<file path="src/rtl/smem_pkg.sv">
package smem_pkg;

    typedef enum logic [3:0] {
        ST_IDLE,
        ST_CMD,
        ST_ADDR,
        ST_WDATA,
        ST_RDATA,
        ST_STAT_RD,
        ST_STAT_WR,
        ST_ID_RD,
        ST_SKIP
    } smem_state_e;

    localparam logic [7:0] OP_WEL_SET  = 8'h06;
    localparam logic [7:0] OP_WEL_CLR  = 8'h04;
    localparam logic [7:0] OP_STAT_GET = 8'h05;
    localparam logic [7:0] OP_STAT_PUT = 8'h01;
    localparam logic [7:0] OP_MEM_GET  = 8'h03;
    localparam logic [7:0] OP_MEM_PUT  = 8'h02;
    localparam logic [7:0] OP_IDENT    = 8'h9F;

endpackage

</file>
<file path="src/rtl/smem_sync.sv">
module smem_sync #(
    parameter int               WIDTH   = 3,
    parameter int               STAGES  = 2,
    parameter logic [WIDTH-1:0] RST_VAL = '0
) (
    input  logic             clk,
    input  logic             rst_n,
    input  logic [WIDTH-1:0] d,
    output logic [WIDTH-1:0] q
);

    logic [WIDTH-1:0] stg [STAGES];

    for (genvar i = 0; i < STAGES; i++) begin : g_stage
        if (i == 0) begin : g_first
            always_ff @(posedge clk or negedge rst_n) begin
                if (!rst_n) stg[i] <= RST_VAL;
                else        stg[i] <= d;
            end
        end else begin : g_next
            always_ff @(posedge clk or negedge rst_n) begin
                if (!rst_n) stg[i] <= RST_VAL;
                else        stg[i] <= stg[i-1];
            end
        end
    end

    assign q = stg[STAGES-1];

endmodule

</file>
<file path="src/rtl/smem_edges.sv">
module smem_edges (
    input  logic clk,
    input  logic rst_n,
    input  logic sck_s,
    input  logic cs_n_s,
    output logic sck_rise,
    output logic sck_fall,
    output logic cs_rise
);

    logic sck_d;
    logic cs_d;

    always_ff @(posedge clk or negedge rst_n) begin
        if (!rst_n) begin
            sck_d <= 1'b0;
            cs_d  <= 1'b1;
        end else begin
            sck_d <= sck_s;
            cs_d  <= cs_n_s;
        end
    end

    assign sck_rise = sck_s & ~sck_d;
    assign sck_fall = ~sck_s & sck_d;
    assign cs_rise  = cs_n_s & ~cs_d;

endmodule

</file>
<file path="src/rtl/serial_mem_front.sv">
module serial_mem_front
    import smem_pkg::*;
#(
    parameter int                    ADDR_W      = 19,
    parameter int                    ADDR_BYTES  = 3,
    parameter int                    SYNC_STAGES = 2,
    parameter int                    ID_BYTES    = 4,
    parameter logic [8*ID_BYTES-1:0] DEVICE_ID   = 32'h7F3C91E4
) (
    input  logic              clk,
    input  logic              rst_n,
    input  logic              spi_sck,
    input  logic              spi_cs_n,
    input  logic              spi_mosi,
    output logic              spi_miso,
    output logic              spi_miso_oe,
    output logic [ADDR_W-1:0] mem_addr,
    output logic              mem_rd_en,
    input  logic [7:0]        mem_rdata,
    output logic              mem_wr_en,
    output logic [7:0]        mem_wdata
);

    localparam int ADDR_BITS = 8 * ADDR_BYTES;
    localparam int ACNT_W    = $clog2(ADDR_BITS);
    localparam int IDX_W     = (ID_BYTES > 1) ? $clog2(ID_BYTES) : 1;
    localparam logic [ACNT_W-1:0] ACNT_LAST = ACNT_W'(ADDR_BITS - 1);
    localparam logic [IDX_W-1:0]  IDX_LAST  = IDX_W'(ID_BYTES - 1);

    // synchronised link inputs: {sck, cs_n, mosi}
    logic [2:0] link_s;
    logic       sck_s, cs_s, mosi_s;
    logic       sck_rise, sck_fall, cs_rise;

    smem_sync #(
        .WIDTH   (3),
        .STAGES  (SYNC_STAGES),
        .RST_VAL (3'b010)
    ) u_sync (
        .clk   (clk),
        .rst_n (rst_n),
        .d     ({spi_sck, spi_cs_n, spi_mosi}),
        .q     (link_s)
    );

    assign sck_s  = link_s[2];
    assign cs_s   = link_s[1];
    assign mosi_s = link_s[0];

    smem_edges u_edges (
        .clk      (clk),
        .rst_n    (rst_n),
        .sck_s    (sck_s),
        .cs_n_s   (cs_s),
        .sck_rise (sck_rise),
        .sck_fall (sck_fall),
        .cs_rise  (cs_rise)
    );

    smem_state_e       state, state_nx;
    logic [2:0]        bit_cnt;
    logic [ACNT_W-1:0] addr_cnt;
    logic [6:0]        rx_sr;
    logic [7:0]        cur_byte;
    logic [7:0]        tx_sr;
    logic [7:0]        out_byte;
    logic [ADDR_W-1:0] addr_q;
    logic              is_write_q;
    logic              wr_cmd_q;
    logic              wel_q;
    logic [5:0]        sr_bits;
    logic [IDX_W-1:0]  id_idx;
    logic              rd_req, rd_vld;
    logic [7:0]        rd_buf;
    logic              wr_pend;
    logic [7:0]        wdata_q;
    logic              byte_done;
    logic              out_state;
    logic              load_out;

    assign cur_byte  = {rx_sr, mosi_s};
    assign byte_done = sck_rise && (bit_cnt == 3'd7) && !cs_s;
    assign out_state = (state == ST_RDATA) || (state == ST_STAT_RD) || (state == ST_ID_RD);
    assign load_out  = out_state && sck_fall && (bit_cnt == 3'd0);

    // ---------------- state register ----------------
    always_ff @(posedge clk or negedge rst_n) begin
        if (!rst_n) state <= ST_IDLE;
        else        state <= state_nx;
    end

    // ---------------- next state ----------------
    always_comb begin
        state_nx = state;
        if (cs_s) begin
            state_nx = ST_IDLE;
        end else begin
            unique case (state)
                ST_IDLE: state_nx = ST_CMD;
                ST_CMD: begin
                    if (byte_done) begin
                        case (cur_byte)
                            OP_STAT_GET: state_nx = ST_STAT_RD;
                            OP_STAT_PUT: state_nx = wel_q ? ST_STAT_WR : ST_SKIP;
                            OP_MEM_GET:  state_nx = ST_ADDR;
                            OP_MEM_PUT:  state_nx = wel_q ? ST_ADDR : ST_SKIP;
                            OP_IDENT:    state_nx = ST_ID_RD;
                            default:     state_nx = ST_SKIP;
                        endcase
                    end
                end
                ST_ADDR: begin
                    if (sck_rise && addr_cnt == ACNT_LAST)
                        state_nx = is_write_q ? ST_WDATA : ST_RDATA;
                end
                ST_STAT_WR: begin
                    if (byte_done) state_nx = ST_SKIP;
                end
                ST_WDATA, ST_RDATA, ST_STAT_RD, ST_ID_RD, ST_SKIP: state_nx = state;
                default: state_nx = ST_IDLE;
            endcase
        end
    end

    // ---------------- reply byte select ----------------
    always_comb begin
        unique case (state)
            ST_STAT_RD: out_byte = {sr_bits, wel_q, 1'b0};
            ST_ID_RD:   out_byte = DEVICE_ID[(ID_BYTES - 1 - int'(id_idx)) * 8 +: 8];
            ST_RDATA:   out_byte = rd_buf;
            default:    out_byte = 8'h00;
        endcase
    end

    // ---------------- outputs and datapath ----------------
    always_ff @(posedge clk or negedge rst_n) begin
        if (!rst_n) begin
            bit_cnt    <= '0;
            addr_cnt   <= '0;
            rx_sr      <= '0;
            tx_sr      <= '0;
            addr_q     <= '0;
            is_write_q <= 1'b0;
            wr_cmd_q   <= 1'b0;
            wel_q      <= 1'b0;
            sr_bits    <= '0;
            id_idx     <= '0;
            rd_req     <= 1'b0;
            rd_vld     <= 1'b0;
            rd_buf     <= '0;
            wr_pend    <= 1'b0;
            wdata_q    <= '0;
        end else begin
            rd_req  <= 1'b0;
            wr_pend <= 1'b0;
            rd_vld  <= rd_req;
            if (rd_vld) rd_buf <= mem_rdata;

            if (state == ST_IDLE) begin
                bit_cnt    <= '0;
                addr_cnt   <= '0;
                tx_sr      <= '0;
                id_idx     <= '0;
                is_write_q <= 1'b0;
                wr_cmd_q   <= 1'b0;
            end else begin
                if (sck_rise) begin
                    bit_cnt <= bit_cnt + 3'd1;
                    rx_sr   <= cur_byte[6:0];
                end
                if (load_out) begin
                    tx_sr <= out_byte;
                end else if (sck_fall) begin
                    tx_sr <= {tx_sr[6:0], 1'b0};
                end
            end

            // op-code decode on the 8th bit
            if (state == ST_CMD && byte_done) begin
                unique case (cur_byte)
                    OP_WEL_SET: wel_q <= 1'b1;
                    OP_WEL_CLR: wel_q <= 1'b0;
                    OP_MEM_PUT: begin
                        is_write_q <= wel_q;
                        wr_cmd_q   <= wel_q;
                    end
                    OP_STAT_PUT: wr_cmd_q <= wel_q;
                    default: ;
                endcase
            end else if (cs_rise && wr_cmd_q) begin
                wel_q <= 1'b0;
            end

            // address capture, high bits fall off the register
            if (state == ST_ADDR && sck_rise) begin
                addr_q   <= {addr_q[ADDR_W-2:0], mosi_s};
                addr_cnt <= addr_cnt + ACNT_W'(1);
                if (addr_cnt == ACNT_LAST && !is_write_q) rd_req <= 1'b1;
            end else if (wr_pend) begin
                addr_q <= addr_q + ADDR_W'(1);
            end else if (state == ST_RDATA && load_out) begin
                addr_q <= addr_q + ADDR_W'(1);
                rd_req <= 1'b1;
            end

            if (state == ST_WDATA && byte_done) begin
                wr_pend <= 1'b1;
                wdata_q <= cur_byte;
            end

            if (state == ST_STAT_WR && byte_done) sr_bits <= cur_byte[7:2];

            if (state == ST_ID_RD && load_out)
                id_idx <= (id_idx == IDX_LAST) ? '0 : id_idx + IDX_W'(1);
        end
    end

    assign spi_miso    = tx_sr[7];
    assign spi_miso_oe = out_state;
    assign mem_addr    = addr_q;
    assign mem_rd_en   = rd_req;
    assign mem_wr_en   = wr_pend;
    assign mem_wdata   = wdata_q;

    // ---------------- assertions ----------------

    skip_sticky_chk: assert property (@(posedge clk) disable iff (!rst_n)
        (state == ST_SKIP) |=> (state == ST_SKIP || state == ST_IDLE));


    cut_cmd_keeps_wel_chk: assert property (@(posedge clk) disable iff (!rst_n)
        (state == ST_CMD && cs_rise) |=> $stable(wel_q));


    wr_needs_wel_chk: assert property (@(posedge clk) disable iff (!rst_n)
        mem_wr_en |-> $past(wel_q));


    wel_drop_chk: assert property (@(posedge clk) disable iff (!rst_n)
        (cs_rise && wr_cmd_q) |=> !wel_q);


    rd_only_on_read_chk: assert property (@(posedge clk) disable iff (!rst_n)
        mem_rd_en |-> !is_write_q);


    strobe_excl_chk: assert property (@(posedge clk) disable iff (!rst_n)
        $onehot0({mem_wr_en, mem_rd_en}));

endmodule

</file>
<file path="config.mk">
export PLATFORM = sky130hd
export DESIGN_NAME = serial_mem_front
export DESIGN_NICKNAME = d
export VERILOG_FILES = /design/src/rtl/smem_pkg.sv /design/src/rtl/smem_sync.sv /design/src/rtl/smem_edges.sv /design/src/rtl/serial_mem_front.sv
export SDC_FILE = /design/constraint.sdc
export NUM_CORES = 1
export LEC_CHECK = 0
export ABC_CLOCK_PERIOD_IN_PS = 3000
export BUFFER_PORTS_ARGS = -buffer_cell sky130_fd_sc_hd__buf_2
export CAP_MARGIN = 5
export CORE_MARGIN = 2
export CORE_UTILIZATION = 59
export DETAILED_ROUTE_END_ITERATION = 8
export PLACE_DENSITY = 0.81
export SYNTH_ARGS = -nofsm -noshare
export SYNTH_HDL_FRONTEND = slang
export SYNTH_HIERARCHICAL = 1
export SYNTH_SLANG_ARGS = --single-unit
</file>
<file path="constraint.sdc">
create_clock -name clk -period 3 [get_ports clk]
set_clock_uncertainty 0.05 [all_clocks]
set_input_delay 0 -clock clk [delete_from_list [all_inputs] [get_ports clk]]
set_output_delay 0 -clock clk [all_outputs]
set_load 0.02 [all_outputs]
</file>
# Yosys cells after proc, flatten, opt, wreduce, memory -nomap -nowiden
# Index checks and enable logic that the tools add are counted.
[totals]
regBits = 84
in_bits = 13
output_inout_bits = 31
elab_cells = 123
[classes]
n_addsub = 5
eq_ne = 23
shift = 1
n_mux = 37
bitwise = 7
n_reduce_logical = 30
[ops]
columns = ["cell", "n"]
rows = [
  ["two-way mux 19 bit", 3],
  ["case mux 4 bit (5 select lines)", 2],
  ["variable part select 32 x 6 -> 8 bit, first input constant", 1],
  ["== test 8 x 3 -> 1 bit, second input constant", 3],
  ["two-way mux 4 bit", 6],
  ["two-way mux 8 bit", 3],
  ["case mux 8 bit (3 select lines)", 1],
  ["adder 19 x 1 -> 19 bit, second input constant", 1],
  ["== test 4 x 3 -> 1 bit, second input constant", 4],
  ["== test 8 x 2 -> 1 bit, second input constant", 2],
  ["logical AND 1 bit", 13],
  ["two-way mux 1 bit", 13],
  ["two-way mux 5 bit", 2],
  ["two-way mux 3 bit", 3],
  ["!= test 3 x 2 -> 1 bit, second input constant", 3],
  ["== test 4 x 2 -> 1 bit, second input constant", 2],
  ["== test 8 x 1 -> 1 bit, second input constant", 1],
  ["== test 8 bit, second input constant", 1],
  ["nonzero test 2 bit", 4],
  ["two-way mux 2 bit", 3],
  ["nonzero test 3 bit", 2],
  ["adder 5 x 1 -> 5 bit, second input constant", 1],
  ["== test 5 bit, second input constant", 1],
  ["OR reduction 5 bit", 1],
  ["other kinds (19)", 27],
]

# Logic depth before layout (Yosys ltp)
# Gate-level depths: netlist of run 1.
[logic_depth]
depth_word = 9
ltp_mapped = 8
depth_no_buf = 6

# Cells and area by module
# The synthesis of run 1 kept the hierarchy.
[modules_own_cells]
columns = ["module", "n_inst", "cells_each", "area_per_inst_um2", "seq_area_each_um2"]
rows = [
  ["serial_mem_front", 1, 423, 4246.6, 1901.8],
  ["smem_sync", 1, 9, 175.2, 152.6],
  ["smem_edges", 1, 5, 72.6, 51.3],
]

# Least setup slack after synthesis of run 1
# Ideal clock, no wire load.
[synth_path]
path_type = "reg-to-reg"
from = "reg u_sync.stg (netlist bit u_sync/q[2])"
to = "reg addr_q[18] (netlist: mem_addr[18])"
setup_ns = 0.120
arrival_time_ns = 1.886
required_ns = 2.830
slack_ns = 0.944
stages_incl_launch_ff = 8
path_buffers = 2
synth_period_minus_slack_ns = 2.056
path_cell_list = "dfrtp_1 buf_4 and2b_2 clkbuf_1 nand4b_1 o21a_1 or3_1 o211a_1"
[synth_between]
elab_chain_len = 6
elab_cells_between_ends = 9
cone_classes = "mux: 1; bitwise: 3; reduce/logical: 5"
[synth_rtl]
columns = ["element", "line_no", "text"]
rows = [
  ["start, declared", "smem_sync.sv:12", "logic [WIDTH-1:0] stg [STAGES];"],
  ["start signal, assigned by index", "smem_sync.sv:23", "else stg[i] <= stg[i-1];"],
  ["inverter 1 bit", "smem_edges.sv:25", "assign sck_fall = ~sck_s & sck_d;"],
  ["bitwise AND 1 bit", "smem_edges.sv:25", ""],
  ["net sck_fall", "serial_mem_front.sv:33", "logic sck_rise, sck_fall, cs_rise;"],
  ["logical AND 1 bit (2 in series)", "serial_mem_front.sv:84", "assign load_out = out_state && sck_fall && (bit_cnt == 3'd0);"],
  ["logical AND 1 bit", "serial_mem_front.sv:201", "end else if (state == ST_RDATA && load_out) begin"],
  ["nonzero test 3 bit (no source line)", "--", ""],
  ["end signal, assigned", "serial_mem_front.sv:196", "addr_q <= {addr_q[ADDR_W-2:0], mosi_s};"],
  ["end signal, assigned", "serial_mem_front.sv:200", "addr_q <= addr_q + ADDR_W'(1);"],
  ["end signal, assigned", "serial_mem_front.sv:202", "addr_q <= addr_q + ADDR_W'(1);"],
  ["end, declared", "serial_mem_front.sv:67", "logic [ADDR_W-1:0] addr_q;"],
]
# The timed path passes the listed nets, and every way through them passes these cells.
# A chain may end at the register's enable or synchronous reset.

# Final worst setup path of run 1
[layout_path]
from = "reg state[3]"
to = "reg addr_q[14] (netlist: mem_addr[14])"
[layout_between]
elab_chain_len = 7
elab_cells_between_ends = 12
cone_classes = "eq/ne: 4; mux: 1; reduce/logical: 7"
[layout_rtl]
columns = ["element", "line_no", "text"]
rows = [
  ["start, declared", "serial_mem_front.sv:60", "smem_state_e state, state_nx;"],
  ["start signal, assigned", "serial_mem_front.sv:89", "else state <= state_nx;"],
  ["== test 4 x 3 -> 1 bit (on tied branches)", "serial_mem_front.sv:83, serial_mem_front.sv:201", ""],
  ["logical OR 1 bit (2 in series)", "serial_mem_front.sv:83", "assign out_state = (state == ST_RDATA) || (state == ST_STAT_RD) || (state == ST_ID_RD);"],
  ["logical AND 1 bit (2 in series)", "serial_mem_front.sv:84", ""],
  ["logical AND 1 bit", "serial_mem_front.sv:201", ""],
  ["nonzero test 3 bit (no source line)", "--", ""],
]
# Several ways; a longest one is shown, not always the timed one.

==> results.yml, run 1 <==
layout:
  final_area_sq_um: 5080
  stdcell_count: 588
  area_delta_synth_final_pct: 13.1
  seqCellArea_sq_um: 2110
  multi_input_area_sq_um: 2180
  drive_gt1_share_pct: 23.3
  final_nets: 505
  fillers: 581
  n_antenna_cell: 0
floorplan:
  num_io_pins: 44
  core_region_area_sq_um: 7330
  start_util_pct: 61.3
  rows: 31
  die_area_sq_um: 8330
  die-width_microns: 91.3
  die_h_microns: 91.3
sta:
  slew_headroom_pct: 32.1
  rsz0062_at_grt: "false"
  worst_slew_pin_slew_ps: 1020
  fin_ws_ps: 735
  fin_crit_sh_pct: 75.5
  setup_viol: 0
  finalSetupTns_ps: 0
  post-route-min-period_ps: 2270
  finalHoldViolations: 0
  max_freq_mhz: 441
  final_max_slew_viol_count: 0
placed_design:
  dpl-instance-area_sq_um: 4760
  hpwl_mm: 6.75
  portBuffers: 43
  dp_cells: 560
  place_congestion: 0.895
  place_ws_ps: 789
synthesis:
  syn-num-nets: 458
  synth_warnings: 6
  ys_seq_area_share_pct: 46.9
  synth_area_sq_um: 4490
  synth-edff-count: 0
  avgSynthCellArea_sq_um: 10.3
  synth_flop_cell: "dfrtp_1"
  synth_cells: 437
  async_flop_share_pct: 100
  synth.distinct_cells: 71
  yosys.area.top_type: "dfrtp_1"
  ys_seq_elements: 84
  yosysTopAreaCellShare_pct: 45.1
  synth.area.top_cells: "dfrtp_1 (45%), mux2_2 (7.3%), nand2_1 (3.9%)"
power_and_ir_drop:
  seq_power_share_pct: 47.7
  cellPowerDensity_nw_per_um2: 587
  vdd_ir_drop_max_mv: 0.461
  leakagePower_nw: 2.30
  p_sw_uw: 981
  finalPower_mw: 2.98
  switching_share_pct: 32.9
  p_clk_share_pct: 27.8
  p_int_mw: 2.00
  p_comb_share_pct: 24.5
cts:
  clk_latency_ps: 350
  clock_path_buffers: 2
  cts_tree: "built"
  numCtsBuffers: 9
  htree_levels: 3
  cts_resized: 0
  clock-sinks: 84
  root_buffer: "clkbuf_8"
  clkTransAtPathRegs_ps: 80
detailed_routing:
  drc: 0
  drt-pass1-iter-count: 5
  ant_nets: 0
  via_count: 3666
  drtIter0Drc: 344
  routed_wl_mm: 9.99
  wl_per_cell_microns: 17.0
  via_per_inst: 6.23
worst_setup_path:
  worstSetupPathType: "reg2reg"
  r2r_end: "mem_addr[14]"
  endpoint_kind: "flop"
  cp.required_ps: 3150
  arrival_ps: 2420
  startpoint_type: "flop"
  rr_startpoint: "state[3]"
  reg2reg_setup_slack_ps: 730
  worst-r2r-cell-count: 5
  path_max_fanout: 20
grt:
  grt_pass1_wl_mm: 17.1
  grt_max_degree: 85
  antenna_found_initial: 0
  overflow: 0
  grt_use_total_pct: 25.2
  grt_pass1_vias: 3490
worst_hold_path:
  hold_start: "spi_sck"
  whs_path_depth: 2
  hold_path_end: "u_sync/stg[5]"
  hp-class: "in2reg"
status:
  status: "completed"
job:
  maxCapViolCount: 0
Yosys cell counts, types with 5 or more instances:
cell / n
dfrtp_1: 81
nand2_1: 47
mux2_2: 29
nor2_1: 28
a21oi_1: 16
inv_1: 16
clkbuf_1: 14
nand3_1: 13
o21ai_0: 11
nand4_1: 10
ha_1: 8
mux2i_1: 8
o311ai_0: 8
o32ai_1: 8
nor2b_1: 7
o211ai_1: 7
nand2b_1: 6
o211a_1: 6
a32oi_1: 5
buf_2: 5
buf_4: 5
o31ai_1: 5
sequential cells by signal, summed over array words and instances (netlist names):
register,flops
u_sync/q,3
rd_buf,8
rx_sr,7
u_sync/stg,3
state,4
tx_sr,8
is_write_q,1
mem_rd_en,1
u_edges/sck_d,1
sr_bits,6
rd_vld,1
bit_cnt,3
addr_cnt,5
mem_wdata,8
mem_wr_en,1
wr_cmd_q,1
wel_q,1
mem_addr,19
u_edges/cs_d,1
id_idx,2
worst max-delay path by stage:
stage / startpoint / end / slack, ps / cells past startpoint
after global placement: bit_cnt[0] / mem_addr[18] / 870 / 6
after global routing: state[3] / mem_addr[5] / 620 / 4
after detailed placement: state[3] / mem_addr[14] / 790 / 5
after CTS: state[3] / mem_addr[14] / 770 / 5
after floorplan: u_sync/q[2] / mem_addr[18] / 940 / 7
final: state[3] / mem_addr[14] / 730 / 5
cell usage in the layout (no fill, tap or decap), types with 4 or more instances in the layout:
cell type      count
o211ai_1           7
mux2i_1            8
nor2_1            28
nor3_1             4
nand3_1           13
nand2b_1           6
a32oi_1            5
o311ai_0           8
o31ai_1            5
ha_1               8
dlygate4sd3_1     12
or3_1              4
nor2b_1            7
mux2_2            29
nand4_1           10
or4_1              4
dfrtp_1           81
nand3b_1           4
buf_2             42
buf_4             10
inv_1             16
o211a_1            6
nand2_1           47
xnor2_1            4
o21ai_0           11
o32ai_1            8
a211oi_1           4
a21oi_1           16
clkbuf_8          11
per-layer routing:
metal  part of all wire (%)  GRT usage (%)  vias up
met5                      0              0        -
met4                    1.8           8.33        0
met3                    4.5           3.82       17
met2                     48           40.2      103
met1                     46           35.4     1824
li1                       -              -     1722
power groups by stage:
| stage | sequential, mW | clock [mW] | combinational [mW] |
|---|---|---|---|
| after floorplan | 1.36 | 0 | 0.589 |
| final | 1.42 | 0.829 | 0.730 |
| after CTS | 1.42 | 0.840 | 0.726 |
| after global placement | 1.43 | 0 | 0.685 |
| after global routing | 1.45 | 0.885 | 0.806 |
| after detailed placement | 1.44 | 0 | 0.709 |
area by class of cell:
type	instances	area share, %
multi-input combinational	308	42.9
sequential	84	41.4
timing repair buffer	64	7.98
clock buffer	12	3.05
tap	99	2.44
inverter	17	1.26
clock inverter	4	0.936
cells by family (layout without fill, tap and decap cells):
| group | count (synthesis) | in the layout | synth area share [%] |
|---|---|---|---|
| AO/OA/AOI/OAI | 96 | 96 | 16.1 |
| XOR/XNOR | 6 | 6 | 1.17 |
| adder cells (fa/ha/maj) | 9 | 9 | 2.45 |
| buffers and inverters | 45 | 97 | 4.76 |
| flip-flops | 84 | 84 | 46.9 |
| multiplexers | 37 | 37 | 9.05 |
| AND/OR/NAND/NOR | 160 | 160 | 19.6 |
repair_timing:
| action | CTS | global route |
|---|---|---|
| setup buffers | 0 | 0 |
| hold endpoints to repair | 92 | 0 |
| hold buffers | 12 | 0 |
per-stage QoR:
step                utilization, %  hold slack (ps)
floorplan                        -             -346
global placement              64.9             55.6
detailed placement            64.9             58.9
CTS                           69.3              232
global route                  69.3              251
finish                        69.3              254
critical path, stage by stage (launching register included):
cell,delay (ps)
dfrtp_1,500
nor4b_1,420
nand2_1,480
buf_4,340
o311ai_0,120
o311ai_0,200
Note: power is estimated with default switching activity, not from simulation.
==> run 2, diff against run 1 <==
--- a/config.mk
+++ b/config.mk
@@ -5,7 +5,7 @@
 export SDC_FILE = /design/constraint.sdc
 export NUM_CORES = 1
 export LEC_CHECK = 0
-export ABC_CLOCK_PERIOD_IN_PS = 3000
+export ABC_CLOCK_PERIOD_IN_PS = 2150
 export BUFFER_PORTS_ARGS = -buffer_cell sky130_fd_sc_hd__buf_2
 export CAP_MARGIN = 5
 export CORE_MARGIN = 2
==> constraint.sdc (replaced) <==
create_clock -name clk -period 2.15 [get_ports clk]
set_clock_uncertainty 0.05 [all_clocks]
set_input_delay 0 -clock clk [delete_from_list [all_inputs] [get_ports clk]]
set_output_delay 0 -clock clk [all_outputs]
set_load 0.02 [all_outputs]
==> results.yml, run 2 (synthesized netlist as in run 1, its figures left out) <==
detailed_routing:
  drt-pass1-iter-count: 5
  ant_nets: 0
  via_per_inst: 6.14
  wl_per_cell_microns: 17.2
  drtIter0Drc: 267
  drc: 0
  routed_wl_mm: 10.4
  via_count: 3707
floorplan:
  die-width_microns: 91.3
  start_util_pct: 61.3
  rows: 31
  core_region_area_sq_um: 7330
  die_area_sq_um: 8330
  die_h_microns: 91.3
  num_io_pins: 44
power_and_ir_drop:
  seq_power_share_pct: 44.2
  cellPowerDensity_nw_per_um2: 834
  vdd_ir_drop_max_mv: 0.671
  switching_share_pct: 32.2
  p_comb_share_pct: 26.7
  p_int_mw: 2.97
  p_clk_share_pct: 29.1
  p_sw_mw: 1.41
  leakagePower_nw: 2.40
worst_setup_path:
  crit_start: "bit_cnt[0]"
  rr_startpoint: "bit_cnt[0]"
  endpoint_kind: "flop"
  arrival_ps: 2300
  path_max_fanout: 6
  worstSetupPathType: "reg2reg"
  cp.required_ps: 2360
  startpoint_type: "flop"
cts:
  clock_path_buffers: 2
  root_buffer: "clkbuf_8"
  numCtsBuffers: 9
  cts_tree: "built"
  clk_latency_ps: 360
  clock-sinks: 84
  htree_levels: 3
  clkTransAtPathRegs_ps: 90
layout:
  stdcell_count: 604
  final_nets: 521
  largest_register_ffs: 19
  drive_gt1_share_pct: 26.1
  layout_common_cells: "dfrtp_1 (81), nand2_1 (47), buf_2 (42)"
  n_antenna_cell: 0
  final_area_sq_um: 5250
  post-route-util_pct: 71.6
  final_common_cell: "dfrtp_1"
  area_delta_synth_final_pct: 16.8
sta:
  fin_crit_sh_pct: 97.2
  post-route-min-period_ps: 2090
  finalHoldViolations: 0
  fin_ws_ps: 61.2
  slew_headroom_pct: 67.0
  worst_slew_pin_slew_ps: 495
  final_max_slew_viol_count: 0
  holdWs_ps: 90.8
  max_freq_mhz: 479
  setup_viol: 0
placed_design:
  place_ws_ps: 48.3
  place_congestion: 0.898
  portBuffers: 43
  hpwl_mm: 7.24
  dp_cells: 575
  dpl-instance-area_sq_um: 4880
job:
  maxCapViolCount: 0
grt:
  grt_pass1_vias: 3623
  grt_pass1_wl_mm: 17.5
  overflow: 0
  grt_use_total_pct: 26.2
  grt_max_degree: 48
  antenna_found_initial: 0
status:
  status: "completed"
worst_hold_path:
  hp-class: "in2async"
==> run 2: changes by cell type in the layout (fill, tap and decap cells not counted), sizes merged <==
cell and change:
bufinv +1, buf +16, clkbuf -1
==> run 2: stage by stage <==
step | total power, mW | TNS, ps
after global routing | 4.60 | -0.310
after floorplan | 2.72 | 0
after CTS | 4.37 | 0
after detailed placement | 3.08 | 0
after global placement | 3.03 | 0
final | 4.38 | 0
==> run 2: path summary, 6_finish.rpt <==
kind | endpoint | slack, ps | cells past startpoint
min in group clk | u_sync/stg[5] | 220 | 2
max in group asynchronous | u_edges/cs_d | 1270 | 3
worst max register to register | mem_addr[18] | 60 | 6
worst min-delay path | tx_sr[5] | 90 | 2
worst min register to register | u_sync/q[0] | 300 | 0
worst max-delay path | mem_addr[18] | 60 | 6
==> run 2: what timing repair did <==
| item | in CTS | in global routing |
|---|---|---|
| resized for setup | 0 | 6 |
| endpoints found under the setup margin | 0 | 4 |
| hold buffers | 12 | 0 |
| setup buffers | 0 | 1 |
| hold endpoints to repair | 93 | 0 |
==> run 2: layer usage <==
metal | track usage (%) | share of wire [%] | vias to the layer above
li1 | - | - | 1750
met1 | 34.7 | 44 | 1830
met2 | 43.3 | 50 | 111
met3 | 4.73 | 4.4 | 16
met5 | 0 | 0 | -
met4 | 9.34 | 1.7 | 0
==> run 2: power by group through the flow <==
stage	Clock [mW]	Combinational, mW	Sequential [mW]
finish	1.27	1.17	1.94
global route	1.36	1.28	1.97
CTS	1.30	1.14	1.94
detailed placement	0	1.11	1.97
global placement	0	1.07	1.96
floorplan	0	0.822	1.90
==> run 2: layout make-up <==
type,instances,area (sq um)
flip-flops and latches,84,2110
repair buffers,80,538
fillers,528,2080
clock buffers,11,141
inverters,17,63.8
clock inverters,5,85.1
well taps,99,124
multi-input cells,308,2190
==> run 2: worst max-delay path, cell delays in order, from the launching register on <==
cell	delay [ps]
dfrtp_1	400
inv_1	70
ha_1	180
or4b_4	490
o21a_4	230
or3_1	350
o211a_1	230
